[config.mk]
export PLATFORM = sky130hd
export DESIGN_NAME = irq_vector_ctrl
export DESIGN_NICKNAME = d
export VERILOG_FILES = /design/src/rtl/irq_vector_pkg.sv /design/src/rtl/irq_status_bank.sv /design/src/rtl/irq_vec_compose.sv /design/src/rtl/irq_ack_fsm.sv /design/src/rtl/irq_vector_ctrl.sv
export SDC_FILE = /design/constraint.sdc
export NUM_CORES = 1
export LEC_CHECK = 0
export ABC_AREA = 0
export CORE_MARGIN = 2
export CORE_UTILIZATION = 45
export DETAILED_ROUTE_END_ITERATION = 12
export PLACE_DENSITY = 0.77
export REMOVE_ABC_BUFFERS = 1
export SYNTH_ARGS = -nofsm -noshare
export SYNTH_HDL_FRONTEND = slang
export SYNTH_HIERARCHICAL = 1
export SYNTH_SLANG_ARGS = --single-unit
[constraint.sdc]
create_clock -name clk -period 2.5 [get_ports clk]
set_input_delay 0.5 -clock clk [delete_from_list [all_inputs] [get_ports clk]]
set_output_delay 0.5 -clock clk [all_outputs]
set_load 0.01 [all_outputs]
[src/rtl/irq_vector_pkg.sv]
package irq_vector_pkg;
    typedef enum logic [1:0] {
        ST_IDLE = 2'd0,
        ST_WAIT = 2'd1,
        ST_ACK  = 2'd2
    } ack_state_t;

    localparam int SRC_RXERR = 0;
    localparam int SRC_RXOK  = 1;
    localparam int SRC_TX    = 2;

    localparam logic [1:0] VM_NONE  = 2'b00;
    localparam logic [1:0] VM_BASE  = 2'b01;
    localparam logic [1:0] VM_CHAN  = 2'b10;
    localparam logic [1:0] VM_TYPED = 2'b11;
endpackage

[src/rtl/irq_status_bank.sv]
module irq_status_bank #(
    parameter int NSRC = 6
) (
    input  logic            clk,
    input  logic            rst_n,
    input  logic [NSRC-1:0] src_set,
    input  logic [NSRC-1:0] src_clr,
    input  logic [NSRC-1:0] imr,
    input  logic            rdmask,
    output logic [NSRC-1:0] status,
    output logic [NSRC-1:0] pending,
    output logic [NSRC-1:0] rd_view
);
    always_ff @(posedge clk) begin
        if (!rst_n) begin
            status <= '0;
        end else begin
            // set has priority over clear
            status <= (status & ~src_clr) | src_set;
        end
    end

    always_comb begin
        pending = status & imr;
        rd_view = rdmask ? pending : status;
    end
endmodule

[src/rtl/irq_vec_compose.sv]
module irq_vec_compose
    import irq_vector_pkg::*;
(
    input  logic [1:0] vmode,
    input  logic [7:0] base,
    input  logic       chan,
    input  logic [2:0] pend_typed,
    output logic [7:0] vec
);
    logic [1:0] kind;

    always_comb begin
        if (pend_typed[SRC_RXERR])     kind = 2'b11;
        else if (pend_typed[SRC_RXOK]) kind = 2'b10;
        else if (pend_typed[SRC_TX])   kind = 2'b01;
        else                           kind = 2'b00;
    end

    always_comb begin
        unique case (vmode)
            VM_NONE:  vec = 8'hFF;
            VM_BASE:  vec = base;
            VM_CHAN:  vec = {base[7:1], chan};
            VM_TYPED: vec = {base[7:3], kind, chan};
        endcase
    end
endmodule

[src/rtl/irq_ack_fsm.sv]
module irq_ack_fsm
    import irq_vector_pkg::*;
#(
    parameter int ACK_DLY = 3
) (
    input  logic       clk,
    input  logic       rst_n,
    input  logic       iack_n,
    input  logic       acc_n,
    input  logic [7:0] vec_in,
    output logic [7:0] data_bus,
    output logic       data_oe,
    output logic       dack_n,
    output ack_state_t state
);
    localparam int CW = (ACK_DLY < 2) ? 1 : $clog2(ACK_DLY);

    ack_state_t nxt;
    logic [CW-1:0] cnt;
    logic [7:0]    vec_q;
    logic          is_iack;
    logic          req_any;

    assign req_any = !iack_n || !acc_n;

    always_comb begin
        nxt = state;
        unique case (state)
            ST_IDLE: if (req_any) nxt = ST_WAIT;                 // start
            ST_WAIT: if (!req_any) nxt = ST_IDLE;                // abort
                     else if (cnt == '0) nxt = ST_ACK;           // expire
            ST_ACK:  if (!req_any) nxt = ST_IDLE;                // release
            default: nxt = ST_IDLE;
        endcase
    end

    always_ff @(posedge clk) begin
        if (!rst_n) begin
            state   <= ST_IDLE;
            cnt     <= '0;
            vec_q   <= 8'hFF;
            is_iack <= 1'b0;
        end else begin
            state <= nxt;
            if (state == ST_IDLE && req_any) begin
                cnt     <= CW'(ACK_DLY - 1);
                is_iack <= !iack_n;
                vec_q   <= vec_in;
            end else if (state == ST_WAIT && cnt != '0) begin
                cnt <= cnt - 1'b1;
            end
        end
    end

    always_comb begin
        dack_n   = (state != ST_ACK);
        data_oe  = (state != ST_IDLE) && is_iack;
        data_bus = data_oe ? vec_q : 8'hFF;
    end
endmodule

[src/rtl/irq_vector_ctrl.sv]
module irq_vector_ctrl
    import irq_vector_pkg::*;
#(
    parameter int NSRC    = 6,
    parameter int ACK_DLY = 3
) (
    input  logic            clk,
    input  logic            rst_n,
    input  logic [NSRC-1:0] src_set,
    input  logic [NSRC-1:0] src_clr,
    input  logic            cfg_we,
    input  logic [1:0]      cfg_vmode,
    input  logic            cfg_rdmask,
    input  logic [NSRC-1:0] cfg_imr,
    input  logic [7:0]      cfg_ivr,
    input  logic            chan_id,
    input  logic            iack_n,
    input  logic            acc_n,
    output logic [NSRC-1:0] isr_rd_data,
    output logic            irq_n,
    output logic [7:0]      data_bus,
    output logic            data_oe,
    output logic            dack_n
);
    logic [1:0]      vmode_q;
    logic            rdmask_q;
    logic [NSRC-1:0] imr_q;
    logic [7:0]      ivr_q;
    logic [NSRC-1:0] status;
    logic [NSRC-1:0] pending;
    logic [7:0]      vec_now;
    ack_state_t      fsm_st;

    always_ff @(posedge clk) begin
        if (!rst_n) begin
            vmode_q  <= 2'b00;
            rdmask_q <= 1'b0;
            imr_q    <= '0;
            ivr_q    <= 8'h00;
        end else if (cfg_we) begin
            vmode_q  <= cfg_vmode;
            rdmask_q <= cfg_rdmask;
            imr_q    <= cfg_imr;
            ivr_q    <= cfg_ivr;
        end
    end

    irq_status_bank #(.NSRC(NSRC)) u_stat (
        .clk     (clk),
        .rst_n   (rst_n),
        .src_set (src_set),
        .src_clr (src_clr),
        .imr     (imr_q),
        .rdmask  (rdmask_q),
        .status  (status),
        .pending (pending),
        .rd_view (isr_rd_data)
    );

    irq_vec_compose u_comp (
        .vmode      (vmode_q),
        .base       (ivr_q),
        .chan       (chan_id),
        .pend_typed (pending[2:0]),
        .vec        (vec_now)
    );

    irq_ack_fsm #(.ACK_DLY(ACK_DLY)) u_fsm (
        .clk      (clk),
        .rst_n    (rst_n),
        .iack_n   (iack_n),
        .acc_n    (acc_n),
        .vec_in   (vec_now),
        .data_bus (data_bus),
        .data_oe  (data_oe),
        .dack_n   (dack_n),
        .state    (fsm_st)
    );

    assign irq_n = (pending == '0);
endmodule

### Word-level counts from Yosys, hierarchy flattened

Index checks and enable logic that the tools add are counted.

* mux-type cells: 13
* bitwise gates (word level): 5
* equal/unequal tests: 9
* $add $sub $neg: 1
* reduce and logical (&&, ||, !) cells: 15

Operator list (count)
* $pmux W8 S4: 1
* $mux W2: 8
* $and A6 B6 Y6: 2
* $mux W8: 1
* $eq A2 B2 Y1 const B: 3
* $logic_not A2 Y1: 3
* $logic_not A6 Y1: 1
* $mux W6: 1
* $not A6 Y6: 1
* $or A6 B6 Y6: 1
* $pmux W2 S3: 1
* $reduce_bool A2 Y1: 3
* $eq A2 B1 Y1 const B: 2
* $ne A2 B2 Y1 const B: 2
* $logic_and A1 B1 Y1: 3
* $ne A3 B3 Y1 const B: 1
* $reduce_and A3 Y1: 1
* $logic_not A1 Y1: 2
* $ne A2 B1 Y1 const B: 1
* $reduce_or A2 Y1: 1
* $sub A2 B1 Y2 const B: 1
* $logic_or A1 B1 Y1: 1
* $mux W1: 1
* $not A1 Y1: 1

* register bits after elaboration: 36
* output and inout port bits: 17

### Depth between registers and ports, before layout

Gate-level depths: netlist of run 1.

* word-level depth: 5
* gate-level depth with buffers: 6
* gate-level depth less buffers: 6

### By module

The synthesis of run 1 kept the hierarchy.

By module, submodules not included
* irq_vector_ctrl: cells each 56, sequential area each 340.3 um2, instances 1, area an instance 660.6 um2
* irq_ack_fsm: cells each 72, sequential area each 260.2 um2, instances 1, area an instance 621.8 um2
* irq_status_bank: cells each 36, sequential area each 120.1 um2, instances 1, area an instance 315.3 um2
* irq_vec_compose: cells each 18, sequential area each 0.0 um2, instances 1, area an instance 117.6 um2

### Worst setup path after synthesis of run 1

No wires, ideal clock.

* path type: reg-to-output
* start: register imr_q[5]
* end: output port irq_n
* arrival: 1.171 ns
* cell stages (with the launch flop): 4
* path slack: 0.829 ns
* data required time: 2.000 ns
* path through: dfxtp_1 and2_2 or4_4 nor3_2

* cells in the longest elaborated chain, start to end: 2

Ends and longest elaborated chain
* start, declared: line irq_vector_ctrl.sv:27 `logic [NSRC-1:0] imr_q;`
* start signal, assigned: line irq_vector_ctrl.sv:43 `imr_q <= cfg_imr;`
* $and A6 B6 Y6: line irq_status_bank.sv:24 `pending = status & imr;`
* net pending[5]: line irq_vector_ctrl.sv:30 `logic [NSRC-1:0] pending;`
* $logic_not A6 Y1: line irq_vector_ctrl.sv:80 `assign irq_n = (pending == '0);`
* end, declared: line irq_vector_ctrl.sv:20 `output logic irq_n,`

The timed path passes the listed nets, and every way through them passes these cells.

### Final worst setup path of run 1

* start: register u_fsm.state[1]
* end: output port data_bus[2]

* cells in the longest elaborated chain, start to end: 3

Ends and longest elaborated chain
* start, declared: line irq_ack_fsm.sv:14 `output ack_state_t state`
* start signal, assigned: line irq_ack_fsm.sv:44 `state <= nxt;`
* $reduce_bool A2 Y1: line irq_ack_fsm.sv:57 `data_oe = (state != ST_IDLE) && is_iack;`
* $logic_and A1 B1 Y1: line irq_ack_fsm.sv:57
* $mux W8: line irq_ack_fsm.sv:58 `data_bus = data_oe ? vec_q : 8'hFF;`
* end, declared: line irq_vector_ctrl.sv:21 `output logic [7:0] data_bus,`

No other way between the ends.

==> metrics.yaml, run 1 <==
worst_setup_path:
  worst-setup-path-type: "flip-flop to output pin"
  critPathArrivalTime_ns: 1.86
  cp.required_ns: 2.00
  cp-end-kind: "output pin"
  crit_fanout: 12
  worstSetupStartpointType: "flip-flop"
routing:
  wl_um: 3240
  wl_per_cell_um: 11.5
  viasPerCell: 4.79
  drt_pre_antenna_iters: 4
  ant_nets: 0
  vias: 1355
  drt_iter0_drc: 63
  drc: 0
clock_network:
  clkLatencyLatePin_ns: 0.28
  cts_buffers: 5
  cts_resized: 1
  clkSlewWorstSetupHoldPaths_ns: 0.07
  cts_tree: "built"
  cts_sinks: 36
  hold_buffers: 0
  root_buffer: "clkbuf_8"
  htreeDepth: 2
  cts_setup_buffers: 0
  clk_path_buf_depth: 2
sta:
  slew_headroom_pct: 70.4
  finalHoldViolCount: 0
  whs_ns: 0.459
  tns_ns: 0
  clock.fmax_mhz: 424
  fin_skew_ns: 0.00575
  min_period_ns: 2.36
  max_slew.worst_pin.slew_ns: 0.443
  rsz0062_at_grt: "false"
  drv_slew: 0
  period_share_pct: 94.4
  setup_viol: 0
global_routing:
  antenna_found_initial: 0
  grt_max_degree: 37
  overflow: 0
  grt_first_pass_wirelength_um: 5600
  grt_pass1_vias: 1306
  grt_usage_pct: 17.1
run_status:
  status: "finished clean"
yosys:
  synth_seq_area_share_pct: 42.0
  synth.largest_area_cell: "dfxtp_1"
  yosys-top-cells-area: "dfxtp_1 42%, mux2i_1 9.9%, nor2b_1 8.8%"
  synth_top_area_share_pct: 42.0
  yosys_warnings: 6
  netlist_area_mm2: 0.00172
  synth_cell_types: 35
  syn_inst: 182
  synth_seq_cells: 36
  avgSynthCellArea_um2: 9.43
placed_design:
  place.port_buffers: 51
  place.gp.congestion: 0.707
  dp_hpwl_um: 2300
  placed_cells: 276
layout:
  seq_area_um2: 721
  final_layout_size_suffix_gt1_share_pct: 12.8
  multiInputGateArea_um2: 897
  areaGrowthSynthToFinish_pct: 35.1
  final_cells: 283
  final_common_cell: "clkdlybuf4s50_1"
  antennaDiodeCount: 0
  finalNetCount: 271
  fillers: 332
  final_cell_mix: "50 x clkdlybuf4s50_1, 36 x dfxtp_1, 24 x nor2b_1, 18 x nand2_1, 17 x mux2i_1"
floorplan:
  dieArea_mm2: 0.00432
  placementRows: 22
  floorplan.core_area_mm2: 0.00366
  fp.dieH_um: 65.7
  dieWidth_um: 65.7
  start_util_pct: 46.9
  io_pins: 52
pwr:
  p_leak_nw: 0.949
  p_per_area_mw_per_mm2: 554
  ir_worst_vdd_mv: 0.326
run:
  drv_cap: 0
worst_hold_path:
  hold_class: "flip-flop to flip-flop"
-- power breakdown --
group,leakage [nW],switching (mW),internal (mW)
logic,0.609,0.0989,0.150
registers,0.298,0.0355,0.621
clock network,0.0410,0.191,0.189
total,0.949,0.325,0.960
-- layer usage --
layer / vias up / global-route usage (%) / share of wire [%] / wire length (um)
li1: 710 / - / - / -
met1: 600 / 19.0 / 44 / 1440
met2: 40 / 28.9 / 47 / 1510
met3: 5 / 7.53 / 7.7 / 250
met4: 0 / 5.47 / 1.4 / 45
met5: - / 0 / 0 / 0
-- layout make-up --
class | count | area share, %
clock buffer | 6 | 3.13
timing repair buffer | 53 | 22.6
clock inverter | 1 | 0.216
sequential | 36 | 31.1
inverter | 10 | 1.62
tap | 48 | 2.59
multi-input combinational | 129 | 38.7
-- kinds of logic (layout without fill, tap and decap cells) --
family	after synthesis	in the layout	synth area share, %
and+or+nand+nor	83	83	29.2
DFF	36	36	42.0
buffers and inverters	17	70	5.69
adders and majority gates	1	1	0.729
AOI/OAI and AO/OA	27	27	12.0
xor gates and xnor gates	1	1	0.511
muxes	17	17	9.92
-- critical path, stage by stage (launching register included) --
cell and delay, ns:
dfxtp_1 0.60, o21ai_2 0.18, or2_2 0.32, clkdlybuf4s50_1 0.48
-- Yosys cell counts --
cell type	instances
nor2b_2	1
nor3_1	1
buf_4	1
o311a_1	1
o22ai_1	2
a21oi_1	3
and4b_1	1
or2_2	8
and2_2	6
nor3_2	1
a211oi_4	1
and3_1	2
inv_1	10
a211o_1	1
o21ai_2	1
clkbuf_1	2
ha_1	1
o31a_1	1
nand2b_1	2
dfxtp_1	36
a21boi_0	6
or2_1	5
or4_4	1
buf_6	4
o21ai_0	3
nor2b_1	24
nor3b_2	2
nor2_2	1
o311ai_1	1
nand2_1	18
xnor2_1	1
nand3_1	8
nor3b_1	2
o21a_1	7
mux2i_1	17
-- state kept, by name (all words and copies together) (netlist names) --
| signal | count |
|---|---|
| ivr_q | 8 |
| u_stat/status | 6 |
| vmode_q | 2 |
| rdmask_q | 1 |
| imr_q | 6 |
| u_fsm/state | 2 |
| u_fsm/is_iack | 1 |
| u_fsm/cnt | 2 |
| u_fsm/vec_q | 8 |
-- per-stage QoR --
stage	setup WS [ns]	area, um^2	utilization (%)	power [mW]
2_1_floorplan	0.829	1660	-	0.796
3_3_place_gp	0.315	2240	61.2	0.918
3_5_place_dp	0.301	2240	61.2	0.922
4_1_cts	0.126	2320	63.3	1.31
5_1_grt	0.0205	2320	63.3	1.37
6_report	0.139	2320	63.3	1.28
-- path summary, 6_finish.rpt --
path | cells past startpoint | startpoint | slack [ns] | end
setup / recovery | 3 | u_fsm/state[1]$_SDFFE_PN0P_ | 0.14 | data_bus[2]
hold / removal | 2 | u_fsm/vec_q[2]$_SDFFE_PN1P_ | 0.46 | u_fsm/vec_q[2]$_SDFFE_PN1P_
setup reg to reg | 2 | u_fsm/state[1]$_SDFFE_PN0P_ | 1.34 | u_fsm/cnt[0]$_SDFFE_PP0P_
hold reg to reg | 2 | u_fsm/vec_q[2]$_SDFFE_PN1P_ | 0.46 | u_fsm/vec_q[2]$_SDFFE_PN1P_
Power figures use the tool's default switching activity.
==> run 2: changes to the inputs <==
Settings changed: SLEW_MARGIN from default to 5.
==> results of run 2 <==
No change in the layout: final DEF, timing and power equal those of run 1.
==> run 3: changes to the inputs <==
==> constraint.sdc (replaced) <==
create_clock -name clk -period 2.5 [get_ports clk]
set_input_delay 0.5 -clock clk [delete_from_list [all_inputs] [get_ports clk]]
set_output_delay 0.5 -clock clk [all_outputs]
set_load 0.005 [all_outputs]
==> run 3 against run 2 <==
Critical path depth stayed put. Via count fell by 1.0%. Cell area increased by 2.1%. Sequential cell count unchanged. Clock-buffer cell count rose by 1. Critical endpoint unchanged.
==> metrics.yaml, run 3 (same netlist as run 1, synthesis figures left out) <==
run_status:
  status: "finished clean"
floorplan:
  io_pins: 52  # unchanged
  floorplan.core_area_mm2: 0.00366  # unchanged
  dieWidth_um: 65.7  # unchanged
  start_util_pct: 46.9  # unchanged
  fp.dieH_um: 65.7  # unchanged
  placementRows: 22  # unchanged
  dieArea_mm2: 0.00432  # unchanged
clock_network:
  root_buffer: "clkbuf_8"
  clk_path_buf_depth: 2  # unchanged
  hold_buffers: 0  # unchanged
  cts_sinks: 36  # unchanged
  cts_tree: "built"
  htreeDepth: 2  # unchanged
  clkSlewWorstSetupHoldPaths_ns: 0.07  # about the same
  clkLatencyLatePin_ns: 0.29  # about the same
  cts_buffers: 5  # unchanged
layout:
  antennaDiodeCount: 0  # unchanged
  areaGrowthSynthToFinish_pct: 37.9
  final_common_cell: "clkdlybuf4s50_1"
  final_cell_mix: "50 x clkdlybuf4s50_1, 36 x dfxtp_1, 24 x nor2b_1, 18 x nand2_1, 17 x mux2i_1"
  final_layout_size_suffix_gt1_share_pct: 13.6  # +0.79 points
  finalNetCount: 271  # unchanged
  final_cells: 284  # +0.35%
  top_regs: "ivr_q: 8 flops, u_fsm/vec_q: 8 flops"
routing:
  vias: 1341  # -1.0%
  wl_per_cell_um: 11.4  # -0.41%
  ant_nets: 0  # unchanged
  drt_iter0_drc: 74  # +17%
  viasPerCell: 4.72  # -1.4%
  wl_um: 3240  # about the same
  drc: 0  # unchanged
  drt_pre_antenna_iters: 3  # -1
worst_setup_path:
  cp.required_ns: 2.00  # about the same
  crit_fanout: 12  # unchanged
  worstSetupStartpointType: "flip-flop"
  critPathArrivalTime_ns: 1.84  # -0.02 ns
  worst-setup-path-type: "flip-flop to output pin"
  cp-end-kind: "output pin"
pwr:
  power_mw: 1.45  # +13%
  ir_worst_vdd_mv: 0.583  # +79%
  p_per_area_mw_per_mm2: 614  # +11%
  p_leak_nw: 0.972  # +2.5%
sta:
  finalHoldViolCount: 0  # unchanged
  whs_ns: 0.462  # +0.00263 ns
  setup_slack_ns: 0.161  # +0.0212 ns
  fin_skew_ns: 0.00716  # +0.00141 ns
  min_period_ns: 2.34  # -0.0212 ns
  setup_viol: 0  # unchanged
  period_share_pct: 93.6  # -0.85 points
  rsz0062_at_grt: "false"
  clock.fmax_mhz: 427  # +0.91%
  drv_slew: 0  # unchanged
  max_slew.worst_pin.slew_ns: 0.454  # +0.0110 ns
  tns_ns: 0  # unchanged
  slew_headroom_pct: 69.7  # -0.74 points
global_routing:
  grt_max_degree: 37  # unchanged
  grt_first_pass_wirelength_um: 5690  # +1.6%
  overflow: 0  # unchanged
  grt_pass1_vias: 1311  # +0.38%
  antenna_found_initial: 0  # unchanged
  grt_usage_pct: 17.4  # +0.33 points
placed_design:
  place.port_buffers: 51  # unchanged
  placed_cells: 276  # unchanged
  dp_slack_ns: 0.330  # +0.0282 ns
  dp_hpwl_um: 2270  # -1.1%
  place.gp.congestion: 0.707  # unchanged
run:
  drv_cap: 0  # unchanged
worst_hold_path:
  hold_class: "flip-flop to flip-flop"
[run 3: worst paths after layout]
path              depth (start not counted)                   startpoint                     endpoint  slack, ns
setup / recovery                          3  u_fsm/state[1]$_SDFFE_PN0P_                  data_bus[2]       0.16
hold / removal                            2  u_fsm/vec_q[2]$_SDFFE_PN1P_  u_fsm/vec_q[2]$_SDFFE_PN1P_       0.46
setup reg to reg                          2  u_fsm/state[1]$_SDFFE_PN0P_    u_fsm/cnt[0]$_SDFFE_PP0P_       1.32
hold reg to reg                           2  u_fsm/vec_q[2]$_SDFFE_PN1P_  u_fsm/vec_q[2]$_SDFFE_PN1P_       0.46
[run 3: what timing repair did]
item | CTS | global route
gates resized for setup | 1 | 0
setup endpoints to repair | 1 | 0
buffers inserted | 0 | 0
[run 3: critical path, stage by stage (launching register included)]
cell             delay (ns)
dfxtp_1                0.60
o21ai_2                0.18
or2_2                  0.31
clkdlybuf4s50_1        0.44
[run 3: where the power goes]
group	switching (mW)	internal, mW	leakage [nW]	total, mW
clock network	0.201	0.352	0.0645	0.552
logic	0.0946	0.150	0.609	0.244
registers	0.0359	0.621	0.298	0.657
[run 3: through the flow]
| stage | util, % | instance area (um^2) |
|---|---|---|
| floorplan | - | 1660 |
| global placement | 61.2 | 2240 |
| detailed placement | 61.2 | 2240 |
| CTS | 64.6 | 2370 |
| global route | 64.6 | 2370 |
| finish | 64.6 | 2370 |
[run 3: layout make-up]
cell class,instances,area (um^2)
clock inverters,1,30.0
fillers,327,1290
flip-flops and latches,36,721
multi-input cells,129,897
inverters,10,37.5
clock buffers,7,96.3
repair buffers,53,524
well taps,48,60.1
[run 3: routing by layer]
metal | GRT usage [%] | vias to the layer above | wire length (um)
li1 | - | 712 | -
met1 | 19.3 | 583 | 1460
met2 | 28.8 | 40 | 1460
met3 | 7.71 | 6 | 259
met4 | 7.03 | 0 | 59
met5 | 0 | - | 0
